<file path="src/rtl/perf_cnt_pkg.sv">
// Package: default sizing shared by the counter bank and its parts.
// Assumes: INC_W is not wider than CNT_W wherever these defaults are overridden.
package perf_cnt_pkg;
    localparam int DEF_N_CNT = 4;
    localparam int DEF_CNT_W = 16;
    localparam int DEF_INC_W = 4;
endpackage

</file>
<file path="src/rtl/snap_edge_det.sv">
// Module: snap_edge_det
// Turns the processor control bit into a one-cycle snapshot pulse when the bit
// changes from 0 to 1. Assumes the bit is already synchronous to clk.
// After reset the previous value is taken as 0.
module snap_edge_det (
    input  logic clk,
    input  logic rst_n,
    input  logic ctl_i,
    output logic snap_o
);
    logic ctl_q;

    // Store the control bit from the previous cycle.
    always_ff @(posedge clk) begin
        if (!rst_n) ctl_q <= 1'b0;
        else        ctl_q <= ctl_i;
    end

    // Pulse only on a 0 to 1 change.
    always_comb snap_o = ctl_i & ~ctl_q;

    AST_NO_BACK_TO_BACK_SNAP: assert property (@(posedge clk) disable iff (!rst_n)
        snap_o |=> !snap_o);
endmodule

</file>
<file path="src/rtl/perf_cnt_slice.sv">
// Module: perf_cnt_slice
// One counter: a saturating running accumulator and a hold register.
// On snap_i the hold register takes the running value, and the accumulator
// restarts at the increment of this cycle so that no error is lost.
// Assumes INC_W <= CNT_W.
module perf_cnt_slice #(
    parameter int CNT_W = perf_cnt_pkg::DEF_CNT_W,
    parameter int INC_W = perf_cnt_pkg::DEF_INC_W
) (
    input  logic             clk,
    input  logic             rst_n,
    input  logic             snap_i,
    input  logic [INC_W-1:0] inc_i,
    output logic [CNT_W-1:0] hold_o
);
    localparam logic [CNT_W-1:0] CNT_MAX = {CNT_W{1'b1}};

    logic [CNT_W-1:0] run_q;
    logic [CNT_W-1:0] base;
    logic [CNT_W:0]   sum;
    logic [CNT_W-1:0] run_nxt;

    // Add the increment to the running value, or to zero on a snapshot, and saturate.
    always_comb begin
        base    = snap_i ? '0 : run_q;
        sum     = {1'b0, base} + {{(CNT_W + 1 - INC_W){1'b0}}, inc_i};
        run_nxt = sum[CNT_W] ? CNT_MAX : sum[CNT_W-1:0];
    end

    // Running accumulator register.
    always_ff @(posedge clk) begin
        if (!rst_n) run_q <= '0;
        else        run_q <= run_nxt;
    end

    // Hold register: loads only on a snapshot.
    always_ff @(posedge clk) begin
        if (!rst_n)      hold_o <= '0;
        else if (snap_i) hold_o <= run_q;
    end

    AST_RESET_CLEARS: assert property (@(posedge clk)
        !rst_n |=> (run_q == '0) && (hold_o == '0));
    AST_RUN_NO_DECREASE: assert property (@(posedge clk) disable iff (!rst_n)
        !snap_i |=> run_q >= $past(run_q));
    AST_HOLD_CAPTURE: assert property (@(posedge clk) disable iff (!rst_n)
        snap_i |=> hold_o == $past(run_q));
    AST_RESTART_WITH_INC: assert property (@(posedge clk) disable iff (!rst_n)
        snap_i |=> run_q == {{(CNT_W - INC_W){1'b0}}, $past(inc_i)});
    AST_HOLD_STABLE: assert property (@(posedge clk) disable iff (!rst_n)
        !snap_i |=> $stable(hold_o));
    AST_NO_OVERFLOW: assert property (@(posedge clk) disable iff (!rst_n)
        (!snap_i && run_q == CNT_MAX) |=> run_q == CNT_MAX);
endmodule

</file>
<file path="src/rtl/hold_rd_mux.sv">
// Module: hold_rd_mux
// Selects one hold register for the processor read port with no clock delay.
// Addresses beyond the bank return zero.
module hold_rd_mux #(
    parameter int N_CNT  = perf_cnt_pkg::DEF_N_CNT,
    parameter int CNT_W  = perf_cnt_pkg::DEF_CNT_W,
    parameter int ADDR_W = $clog2(N_CNT) + 1
) (
    input  logic                   clk,
    input  logic                   rst_n,
    input  logic [N_CNT*CNT_W-1:0] hold_i,
    input  logic [ADDR_W-1:0]      addr_i,
    output logic [CNT_W-1:0]       data_o
);
    // Compare the address with each index; the default result is zero.
    always_comb begin
        data_o = '0;
        for (int i = 0; i < N_CNT; i++) begin
            if (addr_i == ADDR_W'(i)) data_o = hold_i[i*CNT_W +: CNT_W];
        end
    end

    AST_UNUSED_ADDR_ZERO: assert property (@(posedge clk) disable iff (!rst_n)
        (int'(addr_i) >= N_CNT) |-> data_o == '0);
endmodule

</file>
<file path="src/rtl/perf_snap_bank.sv">
// Module: perf_snap_bank (top)
// Bank of N_CNT latched error counters. A 0 to 1 change on snap_ctl_i copies
// every running value into its hold register on the same cycle and restarts
// all accumulators. Assumes every input is synchronous to clk.
module perf_snap_bank #(
    parameter int N_CNT  = perf_cnt_pkg::DEF_N_CNT,
    parameter int CNT_W  = perf_cnt_pkg::DEF_CNT_W,
    parameter int INC_W  = perf_cnt_pkg::DEF_INC_W,
    parameter int ADDR_W = $clog2(N_CNT) + 1
) (
    input  logic                   clk,
    input  logic                   rst_n,
    input  logic [N_CNT*INC_W-1:0] err_inc_i,
    input  logic                   snap_ctl_i,
    input  logic [ADDR_W-1:0]      rd_addr_i,
    output logic [CNT_W-1:0]       rd_data_o
);
    logic                   snap;
    logic [N_CNT*CNT_W-1:0] hold_flat;

    snap_edge_det u_edge (
        .clk    (clk),
        .rst_n  (rst_n),
        .ctl_i  (snap_ctl_i),
        .snap_o (snap)
    );

    for (genvar g = 0; g < N_CNT; g++) begin : g_slice
        perf_cnt_slice #(.CNT_W(CNT_W), .INC_W(INC_W)) u_slice (
            .clk    (clk),
            .rst_n  (rst_n),
            .snap_i (snap),
            .inc_i  (err_inc_i[g*INC_W +: INC_W]),
            .hold_o (hold_flat[g*CNT_W +: CNT_W])
        );
    end

    hold_rd_mux #(.N_CNT(N_CNT), .CNT_W(CNT_W), .ADDR_W(ADDR_W)) u_mux (
        .clk    (clk),
        .rst_n  (rst_n),
        .hold_i (hold_flat),
        .addr_i (rd_addr_i),
        .data_o (rd_data_o)
    );

    AST_SNAP_NEEDS_RISE: assert property (@(posedge clk) disable iff (!rst_n)
        snap |-> $rose(snap_ctl_i));
endmodule

</file>
<file path="config.mk">
export PLATFORM = sky130hd
export DESIGN_NAME = perf_snap_bank
export DESIGN_NICKNAME = d
export VERILOG_FILES = /design/src/rtl/perf_cnt_pkg.sv /design/src/rtl/snap_edge_det.sv /design/src/rtl/perf_cnt_slice.sv /design/src/rtl/hold_rd_mux.sv /design/src/rtl/perf_snap_bank.sv
export SDC_FILE = /design/constraint.sdc
export NUM_CORES = 1
export LEC_CHECK = 0
export BUFFER_PORTS_ARGS = -buffer_cell sky130_fd_sc_hd__buf_2
export CAP_MARGIN = 30
export CORE_MARGIN = 10
export CORE_UTILIZATION = 62
export DETAILED_ROUTE_END_ITERATION = 16
export PLACE_DENSITY = 0.81
export RECOVER_POWER = 50
export SETUP_SLACK_MARGIN = 0.4
export SLEW_MARGIN = 20
export SYNTH_ARGS = -nofsm -noshare
export SYNTH_HDL_FRONTEND = slang
export SYNTH_HIERARCHICAL = 1
export SYNTH_SLANG_ARGS = --single-unit
</file>
<file path="constraint.sdc">
create_clock -name clk -period 5.32 [get_ports clk]
set_input_delay 0 -clock clk [delete_from_list [all_inputs] [get_ports clk]]
set_output_delay 0 -clock clk [all_outputs]
set_load 0.005 [all_outputs]
</file>
==> results of run 1 <==
==> kinds of logic (layout without fill, tap and decap cells) <==
logic type,Yosys count,count (layout)
DFF,129,129
xor gates and xnor gates,32,32
buffers and inverters,36,88
and+or+nand+nor,224,224
muxes,104,104
adders and majority gates,20,20
AOI/OAI and AO/OA,120,120
==> power groups by stage <==
stage                     Clock (uW)  Combinational [uW]  Sequential (uW)
after floorplan                    0                 196             1030
final                           1230                 252             1020
after global routing            1290                 274             1020
after global placement             0                 228             1040
after detailed placement           0                 236             1040
after CTS                       1250                 245             1020
==> layer usage <==
layer	GRT usage, %	part of all wire [%]	vias up
met1	24.43	42	2452
li1	-	-	2483
met5	0	0	-
met4	6.914	1.4	0
met2	34.11	49	147
met3	4.253	7.0	20
==> path summary, 6_finish.rpt <==
path                                                     to                              startpoint
setup reg to reg     g_slice[1].u_slice/run_q[7]$_SDFF_PN0_                 u_edge/ctl_q$_SDFF_PN0_
setup / recovery     g_slice[1].u_slice/run_q[7]$_SDFF_PN0_                 u_edge/ctl_q$_SDFF_PN0_
hold / removal       g_slice[3].u_slice/run_q[3]$_SDFF_PN0_                           err_inc_i[15]
hold reg to reg   g_slice[2].u_slice/hold_o[2]$_SDFFE_PN0P_  g_slice[2].u_slice/run_q[2]$_SDFF_PN0_
==> placed cells by master, fill, tap and decap left out, types with 18 or more instances in the layout <==
cell      count
nor2b_1      92
o21a_1       28
dfxtp_1     129
o21ai_0      20
buf_2        20
xnor2_1      20
clkbuf_1     18
mux2i_1     104
nand3_1      24
==> state kept, by name, indices dropped and copies added (netlist names) <==
signal / flops
g_slice.u_slice/run_q: 64
g_slice.u_slice/hold_o: 64
u_edge/ctl_q: 1
==> through the flow <==
stage | total power, uW | std cells | hold slack [ns]
floorplan | 1225 | 665 | 0.1217
global placement | 1266 | 809 | 0.2260
detailed placement | 1274 | 809 | 0.2280
CTS | 2508 | 852 | 0.002113
global route | 2582 | 853 | 0.009432
finish | 2498 | 853 | 0.01461
==> layout make-up <==
cell class              instances  area, um^2
repair buffers                 52       320.3
inverters                       4       15.01
clock buffers                  17       414.1
clock inverters                15       216.5
fillers                       728        2816
multi-input cells             500        3881
flip-flops and latches        129        2582
well taps                     136       170.2
==> worst reg2reg max path, delay by kind of cell (launching register included) <==
kind | cells | cell delay, ns
buffers and inverters | 1 | 1.93
and+or+nand+nor | 4 | 1.23
AOI/OAI and AO/OA | 1 | 0.34
DFF | 1 | 0.32
==> repair_timing <==
item                                    4_1_cts  5_1_grt
endpoints found under the setup margin        0        0
hold buffers                                 11        0
setup buffers                                 0        0
gates resized for setup                       0        0
endpoints found under the hold margin        11        0
==> metrics.md, run 1 <==
| Metric | Value |
|---|---|
| Clock Latency Late Sink | between 0.5 and 0.6 ns |
| Clock group share of total power | 49.2% |
| Std-Cell Rows | 37 |
| Synth Instances | between 600 and 700 |
| Crit-path cells | nor2b_4 -> clkbuf_1 -> nand2b_4 -> or4_1 -> nor3_2 -> o31a_1 |
| Failing checks | max-capacitance violations, max-slew violations |
| Adder-Cell Fraction of Synth Area | 4.200% |
| Clock root cell | clkbuf_8 |
| GPL Wtd Cong | 0.8667 |
| Synth cell count leaders | dfxtp_1 (129), mux2i_1 (104), nor2b_1 (92) |
| F_max | 254.3 MHz |
| Crit path largest cell delay | slightly below 2 ns |
| Fin util | 72.96% |
| Reg2reg path depth | 6 |
| Buf+Inv Stages, Crit Path | 1 |
| Worst path top cell family by delay | buffers and inverters |
| Post-synth ARST share | 0% |
| Post-synth net total | 707 |
| IO buf count | 37 |
| Largest net degree at the start of global routing | around 80 |
| Area leader, netlist | dfxtp_1 |
| Power Density | between 300 and 400 nW/um^2 |
| CP endpoint kind | flip-flop |
| Die X | between 100 and 150 um |
| Final Cycle Share | about 74% |
| Worst path depth | 6 |
| Final Hold Viols | 0 |
| Static Leak | 0.002859 uW |
| CTS tree | done |
| Post-synth EDFFs | 0 |
| H-tree levels | 4 |
| Sw Share | between 20 and 25% |
| CTS clk-pin slew, worst paths | 0.06 ns |
| Area delta synth->final | 13.89% |
| DRC errors left | 0 |
| TritonCTS buffer count | 17 |
| Comb pwr share | between 10% and 20% |
| Unique cell type count in the Yosys netlist | 47 |
| Initial Utilization | around 64% |
| Die height | ~120 um |
| Wire per inst | approximately 18 um |
| Sum Neg Setup Slack | 0 ns |
| Final clock skew | approximately 0.0074 ns |
| Outcome | complete, but fails checks |
| Vias in the first global route | 5079 |
| Hold crit path type | primary input to flip-flop |
| Layout net count | 746 |
| Wire length after detailed routing | around 15000 um |
| First-pass GRT wire length | roughly 25000 um |
| Crit Path Max Fanout | 43 |
| Switching power | about 580 uW |
| Gr ovfl total | 0 |
| Peak VDD IR | between 0.2 and 0.3 mV |
| TritonRoute pass-1 iters | 5 |
| Compound-gate portion of the synthesized area | roughly an eighth |
| FF-to-FF setup slack | approximately 1.4 ns |
| Main flop type after synthesis | dfxtp_1 |
| Largest family of logic cells by synthesized area | simple AND/OR/NAND/NOR gates |
| Synth Area per Inst | 10.03 um^2 |
| Post-route ant nets | 0 |
| Fin worst setup slack | approximately 1.4 ns |
| Via density | 5.981 |
| Clock buffer depth | 2 |
| Area after DPL | 6857 um^2 |
| Share of layout cells above drive strength 1 | around an eighth |
| Internal power | about 1900 uW |
| Boundary Pins | 38 |
| Post-DP HPWL | 10080 um |
| Most numerous cell in the Yosys netlist | dfxtp_1 |
| GRT Overall Usage | around 20% |
| Post-synth top area share | 38.70% |
| Fin crit period | 3.932 ns |
| Clk sinks | ~130 |
| Worst-Margin Slew | between 2 and 3 ns |
| Final Max Slew Viols | 77 |
| Syn. warnings | 6 |
| Setup crit start kind | flip-flop |
| Die ar. | about 15000 um^2 |
| Synth top area cells | dfxtp_1 (39%), mux2i_1 (16%), nor2b_1 (8.6%), o21a_1 (3.2%), ha_1 (3.0%) |
| 1st-iter DRT viols | ~360 |
| RSZ-0062 raised after global routing | no |
| Seq/Total Area, Yosys | slightly below 40% |
| Core Area | 10420 um^2 |
| Mux contribution to synthesized area | between 10% and 20% |
| Slew margin rel. | -75.36% |
| Final setup fails | 0 |
| Flop pwr share | between 40% and 50% |
| Diode count | 0 |
| Synth Area in XOR/XNOR | 4.200% |
| Max Cap Violations | 2 |
| Antenna violations before repair | 0 |
| Syn Std Cell Area | roughly 6700 um^2 |
| Critical path's slowest cell | clkbuf_1 |
| Final Cell Area | 7600 um^2 |
| Simple logic cell fraction of the synthesized area | 21.26% |
| Yosys reg bits | about 130 |
| WP data required | approximately 5.7 ns |
| Place WS | 2.185 ns |
| Critical path class | flip-flop to flip-flop |
| Vias | roughly 5000 |
| Hold Path Stages | 4 |
| Arr. time, crit path | between 4 and 5 ns |
(Power assumes the default switching activity.)
==> run 2: changes to the inputs <==
- ABC_AREA: default -> 1
- CORE_UTILIZATION: 62 -> 56
- PLACE_DENSITY: 0.81 -> 0.77
- clock period: 5.32 -> 3.4 ns (I/O delays scaled with it)
==> run 2 against run 1 <==
Net effect:
- area after synthesis rose by 13%
- final area up 9.4%
- flip-flop and latch count unchanged
- core utilization shrank 10 points
- largest power group unchanged
- sequential share of layout area fell by 2.9 points
- hold slack improved by 0.027 ns
- die area grew 21%
- global-route usage up 0.33 points
- routed wire length grew 19%
- highest routed layer unchanged
- the flow now finishes without violations
- critical path type unchanged
==> metrics.md, run 2 <==
| Metric | Value |
|---|---|
| IO buf count | 37 (unchanged) |
| Commonest cells after routing, fill and taps aside | nand2_1 (157), inv_1 (131), dfxtp_1 (129) |
| Wire length after detailed routing | 18020 um (+19%) |
| Clock Latency Late Sink | 0.43 ns (-0.09 ns) |
| FF-to-FF setup slack | 0.71 ns (-0.68 ns) |
| Final setup fails | 0 (unchanged) |
| Commonest non-fill, non-tap cell in the layout | nand2_1 |
| Seq/Total Area, Yosys | 34.18% (-4.5 points) |
| Reg2reg path depth | 11 (+5) |
| Critical path class | flip-flop to flip-flop |
| Hold Path Sink | g_slice[2].u_slice/run_q[1]$_SDFF_PN0_ |
| Setup crit start kind | flip-flop |
| Post-DP HPWL | 12710 um (+26%) |
| Hold crit path type | primary input to flip-flop |
| Clock root cell | clkbuf_16 |
| Post-synth top area share | 34.18% (-4.5 points) |
| Post-synth EDFFs | 0 (unchanged) |
| RSZ-0062 raised after global routing | no |
| Area delta synth->final | 10.09% |
| Clock buffer depth | 2 (unchanged) |
| Synth Instances | 1037 (+56%) |
| Boundary Pins | 38 (unchanged) |
| Max Cap Violations | 0 (-2) |
| GRT Overall Usage | 20.32% (+0.33 points) |
| Post-CTS Setup Inserts | 0 (unchanged) |
| Synth Area per Inst | 7.285 um^2 (-27%) |
| Synth cell count leaders | nand2_1 (157), inv_1 (130), dfxtp_1 (129) |
| Crit Path Max Fanout | 32 (-26%) |
| Fill cells | 1195 (+64%) |
| Post-route ant nets | 0 (unchanged) |
| Power Density | 465.6 nW/um^2 (+42%) |
| Buf+Inv Stages, Crit Path | 2 (+1) |
| Hold Slack | 0.04132 ns (+0.02671 ns) |
| Die X | 136.2 um (+10%) |
| Std-Cell Rows | 42 (+14%) |
| TritonCTS buffer count | 17 (unchanged) |
| DRC errors left | 0 (unchanged) |
| CP endpoint kind | flip-flop |
| Unique cell type count in the Yosys netlist | 29 (-38%) |
| Critical Path Most Common Cell | nor2_4 |
| Worst-Margin Slew | 1.441 ns (-1.190 ns) |
| Core Area | 13240 um^2 (+27%) |
| Post-synth net total | 1079 (+53%) |
| Fin crit period | 2.691 ns (-1.241 ns) |
| Vias in the first global route | 6168 (+21%) |
| Crit-path cells | nor2_4 -> clkbuf_1 -> inv_12 -> nand3_2 -> nor2_4 -> nand2_4 -> nor2_4 -> nand2_4 -> nand2_1 -> nor2_1 -> nor2_1 |
| Final Cycle Share | 79.15% (+5.2 points) |
| CTS tree | done |
| Die ar. | 18540 um^2 (+21%) |
| Layout net count | 1096 (+47%) |
| Hold path start | err_inc_i[9] |
| Worst flop-to-flop path endpoint | g_slice[0].u_slice/run_q[15]$_SDFF_PN0_ |
| Hold Path Stages | 4 (unchanged) |
| 1st-iter DRT viols | 618 (+71%) |
| Area leader, netlist | dfxtp_1 |
| Antenna violations before repair | 1 (+1) |
| Largest net degree at the start of global routing | 53 (-35%) |
| Place WS | 0.8141 ns (-1.371 ns) |
| H-tree levels | 4 (unchanged) |
| Sum Neg Setup Slack | 0 ns (unchanged) |
| Arr. time, crit path | 2.99 ns (-1.35 ns) |
| Syn Std Cell Area | 7555 um^2 (+13%) |
| GPL Wtd Cong | 0.8806 (+1.6%) |
| CTS clk-pin slew, worst paths | 0.06 ns (about the same) |
| Peak VDD IR | 0.3551 mV (+28%) |
| Post-synth ARST share | 0% (unchanged) |
| Fin worst setup slack | 0.7088 ns (-0.6791 ns) |
| Final clock skew | 0.006689 ns (-0.0007027 ns) |
| Static Leak | 0.003735 uW (+31%) |
| Worst path depth | 11 (+5) |
| Die height | 136.2 um (+10%) |
| Yosys reg bits | 129 (unchanged) |
| Final Hold Viols | 0 (unchanged) |
| Synth top area cells | dfxtp_1 (34%), nand2_1 (7.8%), nand3_1 (7.4%), inv_1 (6.5%), nor2_1 (6.4%) |
| Slew margin rel. | 3.964% (+79 points) |
| FF-to-FF Start | u_edge/ctl_q$_SDFF_PN0_ |
| Main flop type after synthesis | dfxtp_1 |
| Syn. warnings | 6 (unchanged) |
| Vias | 6784 (+33%) |
| Most numerous cell in the Yosys netlist | nand2_1 |
| Final Power | 3872 uW (+55%) |
| First-pass GRT wire length | 30440 um (+24%) |
| Via density | 5.453 (-8.8%) |
| Wire per inst | 14.49 um (-18%) |
| F_max | 371.6 MHz (+46%) |
| Share of layout cells above drive strength 1 | 15.65% (+3.9 points) |
| Gr ovfl total | 0 (unchanged) |
| Outcome | completed |
| Clk sinks | 129 (unchanged) |
| Initial Utilization | 57.05% (-7.0 points) |
| TritonRoute pass-1 iters | 8 (+3) |
| Critical path's slowest cell | clkbuf_1 |
| Final Max Slew Viols | 0 (-100%) |
| WP data required | 3.70 ns (-2.03 ns) |
| Worst path top cell family by delay | simple AND/OR/NAND/NOR gates |
| Regs by FF count | g_slice.u_slice/hold_o: 64 flops, g_slice.u_slice/run_q: 64 flops, u_edge/ctl_q: 1 flops |
| Crit path largest cell delay | 0.69 ns (-1.24 ns) |
## run 2: cell types whose count changed in the layout (fill, tap and decap cells not counted), moves of 28 or more
cell,previous run,this run
nand2_1,12,157
o21ai_0,20,68
a21oi_1,4,44
mux2i_1,104,0
nand3_1,24,112
o21a_1,28,0
nor2_1,16,128
nor2b_1,92,0
inv_1,4,131
nand4_1,8,52
## run 2: cell type report
type	instances	area (um^2)	area share (%)
inverters	144	590.6	7.101
clock inverters	11	106.4	1.279
clock buffers	21	480.5	5.777
diodes	1	2.502	0.03009
multi-input cells	712	4071	48.95
repair buffers	50	262.8	3.159
well taps	176	220.2	2.648
flip-flops and latches	129	2582	31.05
## run 2: layer usage
metal / part of all wire, % / global-route usage (%) / vias up
met1: 46 / 26.02 / 3112
met4: 2.2 / 8.876 / 0
met3: 6.2 / 5.129 / 34
met2: 46 / 31.67 / 212
li1: - / - / 3426
met5: 0 / 0 / -
## run 2: cells by family after synthesis
family | count (synthesis) | share of synthesized area (%)
adder cells (fa/ha/maj) | 20 | 3.710
flip-flops | 129 | 34.18
XOR/XNOR | 20 | 2.319
AND/OR/NAND/NOR | 520 | 35.87
AO/OA/AOI/OAI | 152 | 11.92
buffers and inverters | 196 | 11.99
## run 2: power breakdown
| part | switching [uW] | internal [uW] | leakage [uW] | total, uW |
|---|---|---|---|---|
| Combinational | 290 | 149 | 0.00241 | 439 |
| Sequential | 52.8 | 1600 | 0.00106 | 1650 |
| Clock | 703 | 1080 | 0.000270 | 1780 |
## run 2: worst max-delay path by stage
stage,from,to
after global routing,u_edge/ctl_q$_SDFF_PN0_,g_slice[0].u_slice/run_q[15]$_SDFF_PN0_
after floorplan,u_edge/ctl_q$_SDFF_PN0_,g_slice[0].u_slice/run_q[10]$_SDFF_PN0_
final,u_edge/ctl_q$_SDFF_PN0_,g_slice[0].u_slice/run_q[15]$_SDFF_PN0_
after CTS,u_edge/ctl_q$_SDFF_PN0_,g_slice[1].u_slice/run_q[15]$_SDFF_PN0_
after global placement,u_edge/ctl_q$_SDFF_PN0_,g_slice[1].u_slice/run_q[15]$_SDFF_PN0_
after detailed placement,u_edge/ctl_q$_SDFF_PN0_,g_slice[0].u_slice/run_q[15]$_SDFF_PN0_
## run 2: tightest hold or removal path, delay by kind of cell
kind | cells | cell delay, ns
AO/OA/AOI/OAI | 1 | 0.11
adder cells (fa/ha/maj) | 1 | 0.17
buffers and inverters | 2 | 0.16
## run 2: repair_timing
action | CTS | global route
endpoints found under the hold margin | 5 | 0
hold buffers | 5 | 0
resized for setup | 0 | 0
## run 2: per-stage QoR
| step | instances | cell area, um^2 | utilization (%) |
|---|---|---|---|
| finish | 1244 | 8317 | 62.80 |
| global route | 1243 | 8314 | 62.78 |
| CTS | 1243 | 8347 | 63.03 |
| detailed placement | 1206 | 7710 | 58.22 |
| global placement | 1206 | 7710 | 58.22 |
| floorplan | 1037 | 7555 | - |
==> run 3: changes to the inputs <==
- clock period: 3.4 -> 2.4 ns (I/O delays scaled with it)
==> run 3 against run 2 <==
Net effect:
- worst setup slack got worse by 0.48 ns
- final area increased by 12%
- sequential power increased by 42%
- largest power group unchanged
- critical path type unchanged
- power increased by 51%
- the run now ends with negative hold slack left
- via count increased by 6.4%
- clock power increased by 47%
==> metrics.md, run 3 (synthesis gave the netlist of run 2 again) <==
| Metric | Value |
|---|---|
| Outcome | complete, but fails checks |
| Failing checks | negative hold slack |
| GPL Wtd Cong | 0.9100 (+3.3%) |
| Clock buffer depth | 2 (unchanged) |
| Area delta synth->final | 23.29% |
| Die height | 136.2 um (unchanged) |
| Fin util | 70.33% (+7.5 points) |
| Hold Slack | -0.009740 ns (-0.05106 ns) |
| CP endpoint kind | flip-flop |
| H-tree levels | 4 (unchanged) |
| Hold path start | err_inc_i[4] |
| RSZ-0062 raised after global routing | yes |
| Initial Utilization | 57.05% (unchanged) |
| Worst flop-to-flop path endpoint | g_slice[3].u_slice/run_q[15]$_SDFF_PN0_ |
| Final Cycle Share | 90.40% (+11 points) |
| Crit Path Max Fanout | 7 (-78%) |
| Commonest non-fill, non-tap cell in the layout | nand2_1 |
| Std-Cell Rows | 42 (unchanged) |
| 1st-iter DRT viols | 847 (+37%) |
| Via density | 5.597 (+2.6%) |
| Post-route ant nets | 0 (unchanged) |
| First-pass GRT wire length | 30730 um (+0.95%) |
| Core Area | 13240 um^2 (unchanged) |
| Wire per inst | 16.68 um (+15%) |
| Clk sinks | 129 (unchanged) |
| TritonCTS buffer count | 17 (unchanged) |
| WP data required | 2.71 ns (-0.99 ns) |
| Fill cells | 1001 (-16%) |
| FF-to-FF setup slack | 0.23 ns (-0.48 ns) |
| Die ar. | 18540 um^2 (unchanged) |
| Vias in the first global route | 6175 (+0.11%) |
| Boundary Pins | 38 (unchanged) |
| Final clock skew | 0.007698 ns (+0.001008 ns) |
| DRC errors left | 0 (unchanged) |
| Setup crit start kind | flip-flop |
| Gr ovfl total | 0 (unchanged) |
| Static Leak | 0.004111 uW (+10%) |
| Slew margin rel. | 16.79% (+13 points) |
| Hold Path Stages | 4 (unchanged) |
| Post-DP HPWL | 13000 um (+2.3%) |
| IO buf count | 37 (unchanged) |
| Vias | 7220 (+6.4%) |
| Peak VDD IR | 0.5290 mV (+49%) |
| TritonRoute pass-1 iters | 6 (-2) |
| Final Max Slew Viols | 0 (unchanged) |
| Share of layout cells above drive strength 1 | 27.34% (+12 points) |
| Clock Latency Late Sink | 0.43 ns (about the same) |
| Antenna violations before repair | 2 (+1) |
| GRT Overall Usage | 20.58% (+0.27 points) |
| Worst-Margin Slew | 1.247 ns (-0.1937 ns) |
| Sum Neg Setup Slack | 0 ns (unchanged) |
| Area after DPL | 7779 um^2 (+0.89%) |
| Hold crit path type | primary input to flip-flop |
| Reg2reg path depth | 14 (+3) |
| FF-to-FF Start | u_edge/ctl_q$_SDFF_PN0_ |
| Layout net count | 1141 (+4.1%) |
| Fin crit period | 2.170 ns (-0.5215 ns) |
| Final setup fails | 0 (unchanged) |
| Max Cap Violations | 0 (unchanged) |
| Largest net degree at the start of global routing | 49 (-7.5%) |
| F_max | 460.9 MHz (+24%) |
| Wire length after detailed routing | 21520 um (+19%) |
| Arr. time, crit path | 2.48 ns (-0.51 ns) |
| Power Density | 626.1 nW/um^2 (+34%) |
| Final Cell Area | 9314 um^2 (+12%) |
| Critical path class | flip-flop to flip-flop |
| Commonest cells after routing, fill and taps aside | nand2_1 (137), dfxtp_1 (129), inv_1 (125) |
| Hold Path Sink | g_slice[1].u_slice/run_q[0]$_SDFF_PN0_ |
| Regs by FF count | g_slice.u_slice/hold_o: 64 flops, g_slice.u_slice/run_q: 64 flops, u_edge/ctl_q: 1 flops |
| CTS clk-pin slew, worst paths | 0.06 ns (about the same) |
| Final Hold Viols | 2 (+2) |
| Clock root cell | clkbuf_16 |
| CTS tree | done |
| Die X | 136.2 um (unchanged) |
[run 3: cell types whose count changed in the layout (fill, tap and decap cells not counted), moves of 12 or more]
cell,change
nand2_2,+17
buf_4,+26
ha_1,-12
nor2_1,-20
nand2_1,-20
nand3_2,+20
ha_4,+12
nand3_1,-21
[run 3: cell type report]
type / count / area, um^2 / area share [%]
multi-input combinational: 716 / 4638 / 49.80
inverter: 144 / 594.3 / 6.381
clock inverter: 12 / 132.6 / 1.424
antenna: 2 / 5.005 / 0.05373
timing repair buffer: 89 / 660.6 / 7.093
clock buffer: 20 / 466.7 / 5.011
sequential: 129 / 2582 / 27.73
tap: 176 / 220.2 / 2.364
timing repair inverter: 2 / 13.76 / 0.1478
[run 3: worst max path at each step]
stage | to | cells past startpoint | slack (ns) | startpoint
finish | g_slice[3].u_slice/run_q[15]$_SDFF_PN0_ | 14 | 0.23 | u_edge/ctl_q$_SDFF_PN0_
global route | g_slice[1].u_slice/run_q[4]$_SDFF_PN0_ | 8 | 0.14 | u_edge/ctl_q$_SDFF_PN0_
CTS | g_slice[0].u_slice/run_q[15]$_SDFF_PN0_ | 13 | 0.35 | u_edge/ctl_q$_SDFF_PN0_
detailed placement | g_slice[0].u_slice/run_q[15]$_SDFF_PN0_ | 13 | 0.28 | u_edge/ctl_q$_SDFF_PN0_
global placement | g_slice[0].u_slice/run_q[15]$_SDFF_PN0_ | 13 | 0.34 | u_edge/ctl_q$_SDFF_PN0_
floorplan | g_slice[0].u_slice/run_q[10]$_SDFF_PN0_ | 15 | 0.32 | u_edge/ctl_q$_SDFF_PN0_
[run 3: critical path, cell delays in order, from the launching register on]
cell and delay, ns:
dfxtp_1 0.32, nor2_4 0.17, buf_12 0.13, clkbuf_16 0.17
nor2_4 0.05, ha_4 0.16, fa_2 0.35, nand2_2 0.10
nand2_4 0.07, nand2_4 0.10, nor2_4 0.09, nand2_8 0.12
nand2_2 0.06, nor2_1 0.09, nor2_1 0.05
[run 3: report_power, final]
part	internal [uW]	switching (uW)	total, uW
registers	2260	78.5	2340
clock network	1610	1000	2610
logic	347	531	879
[run 3: per-layer routing]
metal / global-route usage (%) / part of all wire (%) / vias to the layer above
li1: - / - / 3532
met1: 27.08 / 43 / 3397
met2: 31.86 / 48 / 250
met3: 5.793 / 7.0 / 41
met4: 6.627 / 2.4 / 0
met5: 0 / 0 / -
[run 3: metrics by stage]
| step | std cells | total power [uW] | worst slack, ns |
|---|---|---|---|
| 4_1_cts | 1251 | 5638 | 0.3481 |
| 3_3_place_gp | 1208 | 3001 | 0.3393 |
| 5_1_grt | 1288 | 6041 | 0.1373 |
| 6_report | 1290 | 5831 | 0.2303 |
| 3_5_place_dp | 1208 | 3013 | 0.2759 |
| 2_1_floorplan | 1037 | 2867 | 0.3161 |
[run 3: what timing repair did]
action / 4_1_cts / 5_1_grt
gates cloned: 1 / 8
gates resized for setup: 8 / 106
setup buffers: 8 / 28
endpoints found under the setup margin: 37 / 64
hold endpoints to repair: 2 / 1
pin swaps: 1 / 65
hold buffers: 2 / 1
